**src/rtl/nand_seq.sv**
```systemverilog
module nand_seq #(
  parameter int CLK_NS    = 8,
  parameter int T_WP_NS   = 25,
  parameter int T_WH_NS   = 15,
  parameter int T_RP_NS   = 25,
  parameter int T_REH_NS  = 15,
  parameter int T_CYC_NS  = 50,
  parameter int T_CLR_NS  = 50,
  parameter int T_WB_NS   = 100,
  parameter int T_POR_NS  = 1000,
  parameter int TO_CYC    = 400000,
  parameter int LENW      = 10,
  parameter logic [7:0] DEV_ID = 8'h79
) (
  input  logic            clk,
  input  logic            rst_n,
  input  logic            req_valid,
  output logic            req_ready,
  input  logic [2:0]      req_op,
  input  logic [26:0]     req_src,
  input  logic [26:0]     req_dst,
  input  logic [LENW-1:0] req_len,
  input  logic [7:0]      wr_data,
  input  logic            wr_valid,
  output logic            wr_ready,
  output logic [7:0]      rd_data,
  output logic            rd_valid,
  input  logic            rd_ready,
  output logic            done,
  output logic            err,
  output logic            nf_ce_n,
  output logic            nf_cle,
  output logic            nf_ale,
  output logic            nf_we_n,
  output logic            nf_re_n,
  output logic [7:0]      nf_dq_o,
  output logic            nf_dq_oe,
  input  logic [7:0]      nf_dq_i,
  input  logic            nf_rb
);
  localparam int CYC  = (T_CYC_NS + CLK_NS - 1) / CLK_NS;
  localparam int WLO  = (T_WP_NS + CLK_NS - 1) / CLK_NS;
  localparam int WH0  = (T_WH_NS + CLK_NS - 1) / CLK_NS;
  localparam int WHI  = (WH0 > CYC - WLO) ? WH0 : CYC - WLO;
  localparam int RLO  = (T_RP_NS + CLK_NS - 1) / CLK_NS;
  localparam int RH0  = (T_REH_NS + CLK_NS - 1) / CLK_NS;
  localparam int RHI  = (RH0 > CYC - RLO) ? RH0 : CYC - RLO;
  localparam int CLR  = (T_CLR_NS + CLK_NS - 1) / CLK_NS;
  localparam int WB   = (T_WB_NS + CLK_NS - 1) / CLK_NS;
  localparam int POR  = (T_POR_NS + CLK_NS - 1) / CLK_NS;
  localparam int TW   = $clog2(TO_CYC + WB + CYC + 2);
  localparam int CW   = $clog2(CLR + 1) + 1;
  localparam int PW   = $clog2(POR + 1) + 1;

  localparam logic [TW-1:0] WLO_T = TW'(WLO - 1);
  localparam logic [TW-1:0] WHI_T = TW'(WHI - 1);
  localparam logic [TW-1:0] RLO_T = TW'(RLO - 1);
  localparam logic [TW-1:0] RHI_T = TW'(RHI - 1);
  localparam logic [TW-1:0] WB_T  = TW'(WB - 1);
  localparam logic [TW-1:0] TO_T  = TW'(TO_CYC - 1);
  localparam logic [CW-1:0] CLR_C = CW'(CLR);
  localparam logic [PW-1:0] POR_C = PW'(POR);

  localparam logic [2:0] K_CMD = 3'd0, K_ADR = 3'd1, K_WR = 3'd2, K_RD = 3'd3,
                         K_WT  = 3'd4, K_ID  = 3'd5, K_END = 3'd6;
  localparam logic [2:0] OP_RD = 3'd0, OP_PG = 3'd1, OP_ER = 3'd2, OP_CB = 3'd3, OP_ID = 3'd4;

  function automatic logic [10:0] act(input logic [2:0] op, input logic [3:0] s, input logic a8);
    logic [7:0] ptr;
    ptr = {7'b0, a8};
    act = {K_END, 8'h00};
    case (op)
      OP_RD: case (s)
        4'd0: act = {K_CMD, ptr};
        4'd1, 4'd2, 4'd3, 4'd4: act = {K_ADR, 6'b0, 2'(s - 4'd1)};
        4'd5: act = {K_WT, 8'h00};
        4'd6: act = {K_RD, 8'h00};
        default: ;
      endcase
      OP_PG: case (s)
        4'd0: act = {K_CMD, ptr};
        4'd1: act = {K_CMD, 8'h80};
        4'd2, 4'd3, 4'd4, 4'd5: act = {K_ADR, 6'b0, 2'(s - 4'd2)};
        4'd6: act = {K_WR, 8'h00};
        4'd7: act = {K_CMD, 8'h10};
        4'd8: act = {K_WT, 8'h00};
        default: ;
      endcase
      OP_ER: case (s)
        4'd0: act = {K_CMD, 8'h60};
        4'd1, 4'd2, 4'd3: act = {K_ADR, 6'b0, 2'(s)};
        4'd4: act = {K_CMD, 8'hD0};
        4'd5: act = {K_WT, 8'h00};
        default: ;
      endcase
      OP_CB: case (s)
        4'd0: act = {K_CMD, 8'h00};
        4'd1, 4'd2, 4'd3, 4'd4: act = {K_ADR, 6'b0, 2'(s - 4'd1)};
        4'd5: act = {K_WT, 8'h00};
        4'd6: act = {K_CMD, 8'h8A};
        4'd7, 4'd8, 4'd9, 4'd10: act = {K_ADR, 5'b0, 1'b1, 2'(s - 4'd7)};
        4'd11: act = {K_CMD, 8'h10};
        4'd12: act = {K_WT, 8'h00};
        default: ;
      endcase
      OP_ID: case (s)
        4'd0: act = {K_CMD, 8'h90};
        4'd1: act = {K_ADR, 8'h80};
        4'd2: act = {K_ID, 8'h00};
        default: ;
      endcase
      default: ;
    endcase
  endfunction

  function automatic logic [7:0] abyte(input logic [26:0] a, input logic [1:0] c);
    case (c)
      2'd0:    abyte = a[7:0];
      2'd1:    abyte = a[16:9];
      2'd2:    abyte = a[24:17];
      default: abyte = {6'b0, a[26:25]};
    endcase
  endfunction

  logic            busy;
  logic [2:0]      op_q;
  logic [26:0]     src_q, dst_q;
  logic [LENW-1:0] len_q, cnt;
  logic [3:0]      step;
  logic [1:0]      ph;
  logic [TW-1:0]   tmr;
  logic [CW-1:0]   clr_cnt;
  logic [PW-1:0]   por_cnt;
  logic [7:0]      wbyte;
  logic            id_ok;
  logic [10:0]     cur;
  logic [2:0]      kind;
  logic [7:0]      val, adr_b;
  logic            cb_bad, op_bad, last_b;

  assign cur    = act(op_q, step, src_q[8]);
  assign kind   = cur[10:8];
  assign val    = cur[7:0];
  assign adr_b  = val[7] ? 8'h00 : abyte(val[2] ? dst_q : src_q, val[1:0]);

  assign nf_ce_n  = !busy;
  assign nf_cle   = busy && kind == K_CMD;
  assign nf_ale   = busy && kind == K_ADR;
  assign nf_dq_o  = (kind == K_CMD) ? val : (kind == K_ADR) ? adr_b : wbyte;
  assign nf_dq_oe = nf_cle || nf_ale || (busy && kind == K_WR && ph != 2'd0);
  assign wr_ready = busy && kind == K_WR && ph == 2'd0;
  assign req_ready = (por_cnt == POR_C) && !busy && !rd_valid;

  assign cb_bad = req_op == OP_CB &&
                  ({req_src[26], req_src[15:14]} != {req_dst[26], req_dst[15:14]});
  assign op_bad = req_op > OP_ID;
  assign last_b = (kind == K_ID) ? (cnt == LENW'(1)) : (cnt == len_q - 1'b1);

  always_ff @(posedge clk or negedge rst_n) begin
    if (!rst_n) begin
      por_cnt <= '0;
      clr_cnt <= CLR_C;
    end else begin
      if (por_cnt != POR_C) por_cnt <= por_cnt + 1'b1;
      if (nf_cle) clr_cnt <= '0;
      else if (clr_cnt != CLR_C) clr_cnt <= clr_cnt + 1'b1;
    end
  end

  always_ff @(posedge clk or negedge rst_n) begin
    if (!rst_n) begin
      busy <= 1'b0; op_q <= '0; src_q <= '0; dst_q <= '0; len_q <= '0;
      cnt <= '0; step <= '0; ph <= '0; tmr <= '0; wbyte <= '0; id_ok <= 1'b0;
      nf_we_n <= 1'b1; nf_re_n <= 1'b1;
      rd_data <= '0; rd_valid <= 1'b0; done <= 1'b0; err <= 1'b0;
    end else begin
      done <= 1'b0;
      err  <= 1'b0;
      if (rd_valid && rd_ready) rd_valid <= 1'b0;
      if (!busy) begin
        if (req_valid && req_ready) begin
          if (cb_bad || op_bad) err <= 1'b1;
          else begin
            busy <= 1'b1; op_q <= req_op; src_q <= req_src; dst_q <= req_dst;
            len_q <= req_len; step <= '0; ph <= '0; cnt <= '0; id_ok <= 1'b0;
          end
        end
      end else begin
        case (kind)
          K_CMD, K_ADR, K_WR: begin
            if (ph == 2'd0) begin
              if (kind != K_WR || wr_valid) begin
                if (kind == K_WR) wbyte <= wr_data;
                nf_we_n <= 1'b0; tmr <= WLO_T; ph <= 2'd1;
              end
            end else if (ph == 2'd1) begin
              if (tmr == '0) begin nf_we_n <= 1'b1; tmr <= WHI_T; ph <= 2'd2; end
              else tmr <= tmr - 1'b1;
            end else begin
              if (tmr == '0) begin
                ph <= 2'd0;
                if (kind == K_WR && cnt != len_q - 1'b1) cnt <= cnt + 1'b1;
                else begin cnt <= '0; step <= step + 1'b1; end
              end else tmr <= tmr - 1'b1;
            end
          end
          K_RD, K_ID: begin
            if (ph == 2'd0) begin
              if ((kind == K_ID || !rd_valid) && clr_cnt >= CLR_C) begin
                nf_re_n <= 1'b0; tmr <= RLO_T; ph <= 2'd1;
              end
            end else if (ph == 2'd1) begin
              if (tmr == '0) begin
                nf_re_n <= 1'b1; tmr <= RHI_T; ph <= 2'd2;
                if (kind == K_RD) begin rd_data <= nf_dq_i; rd_valid <= 1'b1; end
                else if (cnt == LENW'(1)) id_ok <= (nf_dq_i == DEV_ID);
              end else tmr <= tmr - 1'b1;
            end else begin
              if (tmr == '0) begin
                ph <= 2'd0;
                if (last_b) begin cnt <= '0; step <= step + 1'b1; end
                else cnt <= cnt + 1'b1;
              end else tmr <= tmr - 1'b1;
            end
          end
          K_WT: begin
            if (ph == 2'd0) begin
              tmr <= WB_T; ph <= 2'd1;
            end else if (ph == 2'd1) begin
              if (tmr == '0) ph <= 2'd2;
              else tmr <= tmr - 1'b1;
            end else begin
              if (nf_rb) begin ph <= 2'd0; tmr <= '0; step <= step + 1'b1; end
              else if (tmr == TO_T) begin err <= 1'b1; busy <= 1'b0; end
              else tmr <= tmr + 1'b1;
            end
          end
          default: begin
            busy <= 1'b0;
            if (op_q == OP_ID && !id_ok) err <= 1'b1;
            else done <= 1'b1;
          end
        endcase
      end
    end
  end
endmodule


```
**config.mk**
```make
export PLATFORM = sky130hd
export DESIGN_NAME = nand_seq
export DESIGN_NICKNAME = d
export VERILOG_FILES = /design/src/rtl/nand_seq.sv
export SDC_FILE = /design/constraint.sdc
export NUM_CORES = 1
export LEC_CHECK = 0
export ABC_AREA = 1
export CORE_UTILIZATION = 56
export CTS_BUF_LIST = sky130_fd_sc_hd__clkbuf_2
export CTS_CLUSTER_DIAMETER = 200
export DETAILED_ROUTE_END_ITERATION = 8
export PLACE_DENSITY = 0.81
export SLEW_MARGIN = 20
export SYNTH_ARGS = -nofsm -noshare
export SYNTH_HDL_FRONTEND = slang
export SYNTH_SLANG_ARGS = --single-unit
```
**constraint.sdc**
```tcl
create_clock -name clk -period 3.6 [get_ports clk]
set_input_delay 0.9 -clock clk [delete_from_list [all_inputs] [get_ports clk]]
set_output_delay 0.9 -clock clk [all_outputs]
set_load 0.01 [all_outputs]
```
==> impl_metrics.env, run 1 <==
export IMPL_r2r_cells=22
export IMPL_vias_per_cell=5.752
export IMPL_reg2reg_slack_ns=0.14
export IMPL_synth_cell_types=50
export IMPL_dieArea_um2=16780
export IMPL_final_core_util=0.7638
export IMPL_maxSlewViolCount=0
export IMPL_ys_top_cells_by_count="285 x nand2_1, 131 x dfrtp_1, 124 x inv_1, 120 x nand3_1, 116 x nor2_1"
export IMPL_yosys_top_cells_area="dfrtp_1 36%, mux2_2 12%, nand2_1 12%, nand3_1 6.6%, inv_1 5.1%"
export IMPL_grt_util_all_layers=0.3251
export IMPL_min_path_type="in2async"
export IMPL_finClkSkew_ns=0.04070
export IMPL_drive_gt1_frac=0.2818
export IMPL_synth_async_reset_ratio=1.000
export IMPL_final_hold_viol_count=0
export IMPL_critPathTopFamily="simple AND/OR/NAND/NOR gates"
export IMPL_crit_required_ns=2.70
export IMPL_cp_max_fo=6
export IMPL_r2r_start="step[0]"
export IMPL_cp_start_kind="flop"
export IMPL_cp_arrival_ns=3.32
export IMPL_clk_latency_ns=0.79
export IMPL_clkTransAtPathRegs_ns=0.26
export IMPL_slew_headroom=0.4403
export IMPL_core_area_um2=15890
export IMPL_hpwl_um=18110
export IMPL_report_final_setup_viol=12
export IMPL_max_cap_violations=0
export IMPL_row_count=46
export IMPL_drt_wirelength_per_cell_um=16.97
export IMPL_nNetsFinal=1499
export IMPL_wirelength_um=27600
export IMPL_rsz0062_at_grt="true"
export IMPL_critPathBufInv=6
export IMPL_start_util=0.5735
export IMPL_cts_buffers=17
export IMPL_power_leakage_uw=0.006127
export IMPL_first_global_vias=8724
export IMPL_synth_area_um2=9110
export IMPL_slowest_delay_ns=0.47
export IMPL_synth_edff_count=0
export IMPL_crit_chain="buf_6, ha_4, inv_2, nand2_4, nand2_4, nand3_4, buf_6, nand3b_1, nand3_2, a21oi_4, buf_6, nor2_4, nor3_2, buf_4, nand2_2, nand2_1, nand2_1, nand2_1, buf_2"
export IMPL_powerDensity_nw_per_um2=640.8
export IMPL_critPathSlowestCell="dfrtp_1"
export IMPL_die_h_um=129.5
export IMPL_fmax_ghz=0.2370
export IMPL_ys_ff_latch=136
export IMPL_grt_pass1_wl_um=42100
export IMPL_synth_net_count=1287
export IMPL_fin_ws_ns=-0.6190
export IMPL_syn_area_per_cell_um2=7.694
export IMPL_status="finished with violations"
export IMPL_cts_tree="done"
export IMPL_dr_total_vias=9352
export IMPL_io_pins=116
export IMPL_ant_nets=0
export IMPL_drt_iter0_drc=796
export IMPL_antenna_found_initial=2
export IMPL_route_detailed_drc=1
export IMPL_grt_max_degree=67
export IMPL_globalplace_congestion=0.9703
export IMPL_synth_seq_area_share=0.3743
export IMPL_path_class="reg2out"
export IMPL_synth_most_common_cell="nand2_1"
export IMPL_cts_path_max_buffers=2
export IMPL_critPathCaptureType="primary output"
export IMPL_postPlaceCellArea_um2=11050
export IMPL_cts_root_buf="clkbuf_2"
export IMPL_r2r_end="cnt[2]"
export IMPL_synth_top_area_frac=0.3598
export IMPL_cts_sinks=136
export IMPL_finalSetupTns_ns=-6.703
export IMPL_die_w_um=129.5
export IMPL_grt_overflow_total=0
export IMPL_cts_max_level=4
export IMPL_finalPower_uw=7775
export IMPL_area_growth_pct=33.18
export IMPL_post_route_period_util=1.172
export IMPL_synthFlopType="dfrtp_1"
export IMPL_ctsHoldBuffers=0
export IMPL_port_buffers=114
export IMPL_worst_slew_pin_transition_ns=0.8395
export IMPL_syn_inst=1184
export IMPL_synth_warnings=0
export IMPL_failed_checks="design-rule violations, negative setup slack"
export IMPL_synth_largest_area_cell="dfrtp_1"
export IMPL_period_minus_slack_ns=4.219
export IMPL_post_route_cell_area_um2=12130
export IMPL_drt_pass1_iter_count=9
export IMPL_peakVddDrop_mv=0.5122
-- cell type report --
cell class / instances / area (um^2)
Timing Repair Buffer: 231 / 2140
Multi-Input combinational cell: 883 / 5545
Clock inverter: 15 / 178.9
Inverter: 127 / 499.2
Antenna cell: 1 / 2.502
Tap cell: 216 / 270.3
Sequential cell: 136 / 3412
Clock buffer: 17 / 85.08
Fill cell: 1112 / 3752
-- metal layers --
layer | global-route usage | share of wire
met4 | 0.1833 | 0.048
met2 | 0.5474 | 0.49
met3 | 0.06276 | 0.069
met5 | 0 | 0.00047
met1 | 0.3918 | 0.39
-- registers in the layout, summed over array words and instances, names as in the netlist, 2 cells and up --
name     cells
src_q       27
dst_q       26
tmr         19
cnt         10
len_q       10
por_cnt      8
rd_data      8
wbyte        8
clr_cnt      4
step         4
op_q         3
ph           2
-- power breakdown --
group          switching, uW  internal, uW  total (uW)
registers                250          1710        1960
clock network            701           355        1060
logic                   2850          1910        4760
total                   3800          3970        7780
-- logic make-up (layout without fill, tap and decap cells) --
logic type | Yosys count | after routing | share of synthesized area
simple gates | 609 | 609 | 0.3000
buf+inv | 165 | 390 | 0.07334
flops | 136 | 136 | 0.3743
compound gates | 135 | 135 | 0.08460
mux | 98 | 98 | 0.1211
xor+xnor | 27 | 27 | 0.02747
fa+ha+maj | 14 | 14 | 0.01923
other cells | 0 | 1 | 0
-- metrics by stage --
stage | worst slack (ns) | std cells | hold slack, ns
CTS | -0.5156 | 1612 | 0.04884
finish | -0.6190 | 1626 | 0.02778
detailed placement | -0.3799 | 1566 | 0.4684
global placement | -0.3072 | 1566 | 0.4627
global route | -0.7617 | 1626 | 0.04571
floorplan | 0.2226 | 1184 | 0.4645
-- repair_timing --
item | 4_1_cts | 5_1_grt
gates cloned | 1 | 0
gates resized for setup | 172 | 55
endpoints found under the setup margin | 13 | 13
pin swaps | 19 | 26
buffers inserted | 16 | 18
-- placed cells by master (no fill, tap or decap), types with 4 or more instances in the layout --
cell type,instances
o21ai_0,57
nor2_4,13
mux2_4,6
nand3_4,10
nor2_1,103
ha_4,4
dfstp_2,5
nand2_4,8
xor2_1,19
xnor2_1,7
clkbuf_2,17
ha_1,10
nor3_1,14
buf_6,28
nor2_2,12
o22ai_1,7
inv_1,115
nand3_2,15
inv_2,5
nand3_1,104
nand2_1,258
o21ai_2,18
dfrtp_1,129
nand4_1,17
buf_2,8
clkdlybuf4s50_1,100
buf_4,89
a21oi_1,23
inv_8,5
nand3b_1,4
o21ai_1,7
inv_6,8
or2_2,5
nand2_2,22
a21oi_2,5
inv_4,4
mux2_2,90
nor4_1,11
nor3b_1,4
-- worst max-delay path by stage --
stage	start	end	slack (ns)	depth (start not counted)
final	step[1]	nf_dq_o[6]	-0.62	19
after global routing	step[0]	nf_dq_o[5]	-0.76	19
after CTS	step[0]	nf_dq_o[5]	-0.52	20
after detailed placement	step[0]	nf_dq_o[2]	-0.38	18
after global placement	step[0]	nf_dq_o[2]	-0.31	16
after floorplan	step[0]	nf_dq_o[0]	0.22	13
Note: power is estimated with default switching activity, not from simulation.
==> inputs of run 2 (changes only) <==
--- a/config.mk
+++ b/config.mk
@@ -6,6 +6,7 @@
 export NUM_CORES = 1
 export LEC_CHECK = 0
 export ABC_AREA = 1
+export CORE_ASPECT_RATIO = 0.8
 export CORE_UTILIZATION = 56
 export CTS_BUF_LIST = sky130_fd_sc_hd__clkbuf_2
 export CTS_CLUSTER_DIAMETER = 200
==> impl_metrics.env, run 2 (synthesis gave the netlist of run 1 again) <==
export IMPL_cts_max_level=4
export IMPL_cp_max_fo=6
export IMPL_status="finished with violations"
export IMPL_first_global_vias=8624
export IMPL_die_w_um=144.6
export IMPL_grt_max_degree=72
export IMPL_vias_per_cell=5.614
export IMPL_largest_reg_flops=27
export IMPL_port_buffers=114
export IMPL_period_minus_slack_ns=4.328
export IMPL_grt_pass1_wl_um=42540
export IMPL_failed_checks="negative setup slack"
export IMPL_globalplace_congestion=0.9554
export IMPL_clk_latency_ns=0.79
export IMPL_finClkSkew_ns=0.03905
export IMPL_dieArea_um2=16790
export IMPL_row_count=41
export IMPL_antenna_found_initial=0
export IMPL_dpl_cell_count=1563
export IMPL_cts_root_buf="clkbuf_2"
export IMPL_worst_slew_pin_transition_ns=0.7163
export IMPL_critPathCaptureType="primary output"
export IMPL_ant_nets=0
export IMPL_path_class="reg2out"
export IMPL_io_pins=116
export IMPL_drt_pass1_iter_count=6
export IMPL_max_cap_violations=0
export IMPL_cts_path_max_buffers=2
export IMPL_hpwl_um=18750
export IMPL_route_detailed_drc=0
export IMPL_n_fill_cell=1127
export IMPL_core_area_um2=15850
export IMPL_clkTransAtPathRegs_ns=0.26
export IMPL_nNetsFinal=1501
export IMPL_grt_util_all_layers=0.3286
export IMPL_post_route_period_util=1.202
export IMPL_regMostFlops="src_q"
export IMPL_final_hold_viol_count=0
export IMPL_ctsHoldBuffers=0
export IMPL_wirelength_um=26840
export IMPL_final_core_util=0.7570
export IMPL_powerDensity_nw_per_um2=614.1
export IMPL_die_h_um=116.1
export IMPL_rsz0062_at_grt="true"
export IMPL_finalSetupTns_ns=-7.073
export IMPL_cp_arrival_ns=3.43
export IMPL_multi_input_area_um2=5446
export IMPL_mostFrequentLayoutCell="nand2_1"
export IMPL_cp_start_kind="flop"
export IMPL_min_path_type="in2async"
export IMPL_cts_tree="done"
export IMPL_reg2reg_slack_ns=0.29
export IMPL_diodes=0
export IMPL_drt_wirelength_per_cell_um=16.51
export IMPL_peakVddDrop_mv=0.3586
export IMPL_fmax_ghz=0.2311
export IMPL_power_leakage_uw=0.006037
export IMPL_dr_total_vias=9129
export IMPL_stdcell_count=1626
export IMPL_drt_iter0_drc=833
export IMPL_layout_common_cells="269 x nand2_1, 128 x dfrtp_1, 114 x inv_1"
export IMPL_start_util=0.5747
export IMPL_area_growth_pct=31.71
export IMPL_drive_gt1_frac=0.2707
export IMPL_maxSlewViolCount=0
export IMPL_fin_ws_ns=-0.7277
export IMPL_top_regs="src_q x27, dst_q x26, tmr x19"
export IMPL_cts_sinks=136
export IMPL_slew_headroom=0.5225
export IMPL_crit_required_ns=2.70
export IMPL_ff_latch_area_um2=3413
export IMPL_cts_buffers=17
export IMPL_grt_overflow_total=0
export IMPL_report_final_setup_viol=12
[run 2: cell types whose count changed in the layout (fill, tap and decap cells not counted), sizes merged]
cell           before  now
dlymetal6s2s        1    0
clkinv              2    3
bufinv              2    0
buf               130  132
inv               137  138
clkdlybuf4s50     100  101
diode               1    0
[run 2: worst paths after layout]
check	startpoint	to	depth (start not counted)
worst max register to register	step[0]	cnt[2]	20
worst min register to register	rd_data[5]	rd_data[5]	2
min in group clk	rd_data[5]	rd_data[5]	2
worst min-delay path	rst_n	dst_q[25]	1
max in group asynchronous	rst_n	clr_cnt[1]	2
worst max-delay path	step[0]	nf_dq_o[4]	16
[run 2: layout make-up]
cell class	count	share of cell area
Tap cell	215	0.02242
Timing Repair Buffer	233	0.1780
Clock buffer	17	0.007091
Multi-Input combinational cell	883	0.4539
Sequential cell	136	0.2845
Inverter	127	0.04035
Clock inverter	15	0.01376
[run 2: power by group]
part | total [uW] | switching, uW | internal [uW]
logic | 4430 | 2640 | 1790
registers | 1960 | 252 | 1710
clock network | 980 | 738 | 242
total | 7370 | 3630 | 3740
[run 2: per-stage QoR]
step           area (um^2)  hold WS, ns  total power (uW)  setup slack [ns]
2_1_floorplan         9110       0.4645              4179            0.2226
3_3_place_gp         11050       0.4643              5588           -0.2608
3_5_place_dp         11050       0.4686              5666           -0.2946
4_1_cts              11740      0.09982              6920           -0.5157
5_1_grt              12000      0.08430              7883           -0.8887
6_report             12000      0.07284              7368           -0.7277
[run 2: timing repair]
item / 4_1_cts / 5_1_grt
cloned: 1 / 0
buffers inserted: 17 / 13
resized for setup: 135 / 46
pin swaps: 26 / 18
endpoints found under the setup margin: 13 / 13
[run 2: worst max-delay path, cell delays in order, from the launching register on]
cell and delay, ns:
dfrtp_2 0.54, inv_4 0.07, ha_4 0.17, buf_4 0.15, nand3_4 0.12, buf_4 0.12, nor2_1 0.05, nor3_1 0.22
and2_0 0.27, inv_1 0.12, nor3_2 0.19, buf_4 0.19, nand2_1 0.09, nand2_1 0.08, nand2_1 0.05, o21ai_1 0.06
buf_2 0.15
[run 2: routing by layer]
layer / global-route usage / routed length (um)
met2: 0.5160 / 12350
met3: 0.07273 / 1917
met1: 0.4522 / 11800
met5: 0 / 0
met4: 0.1060 / 774
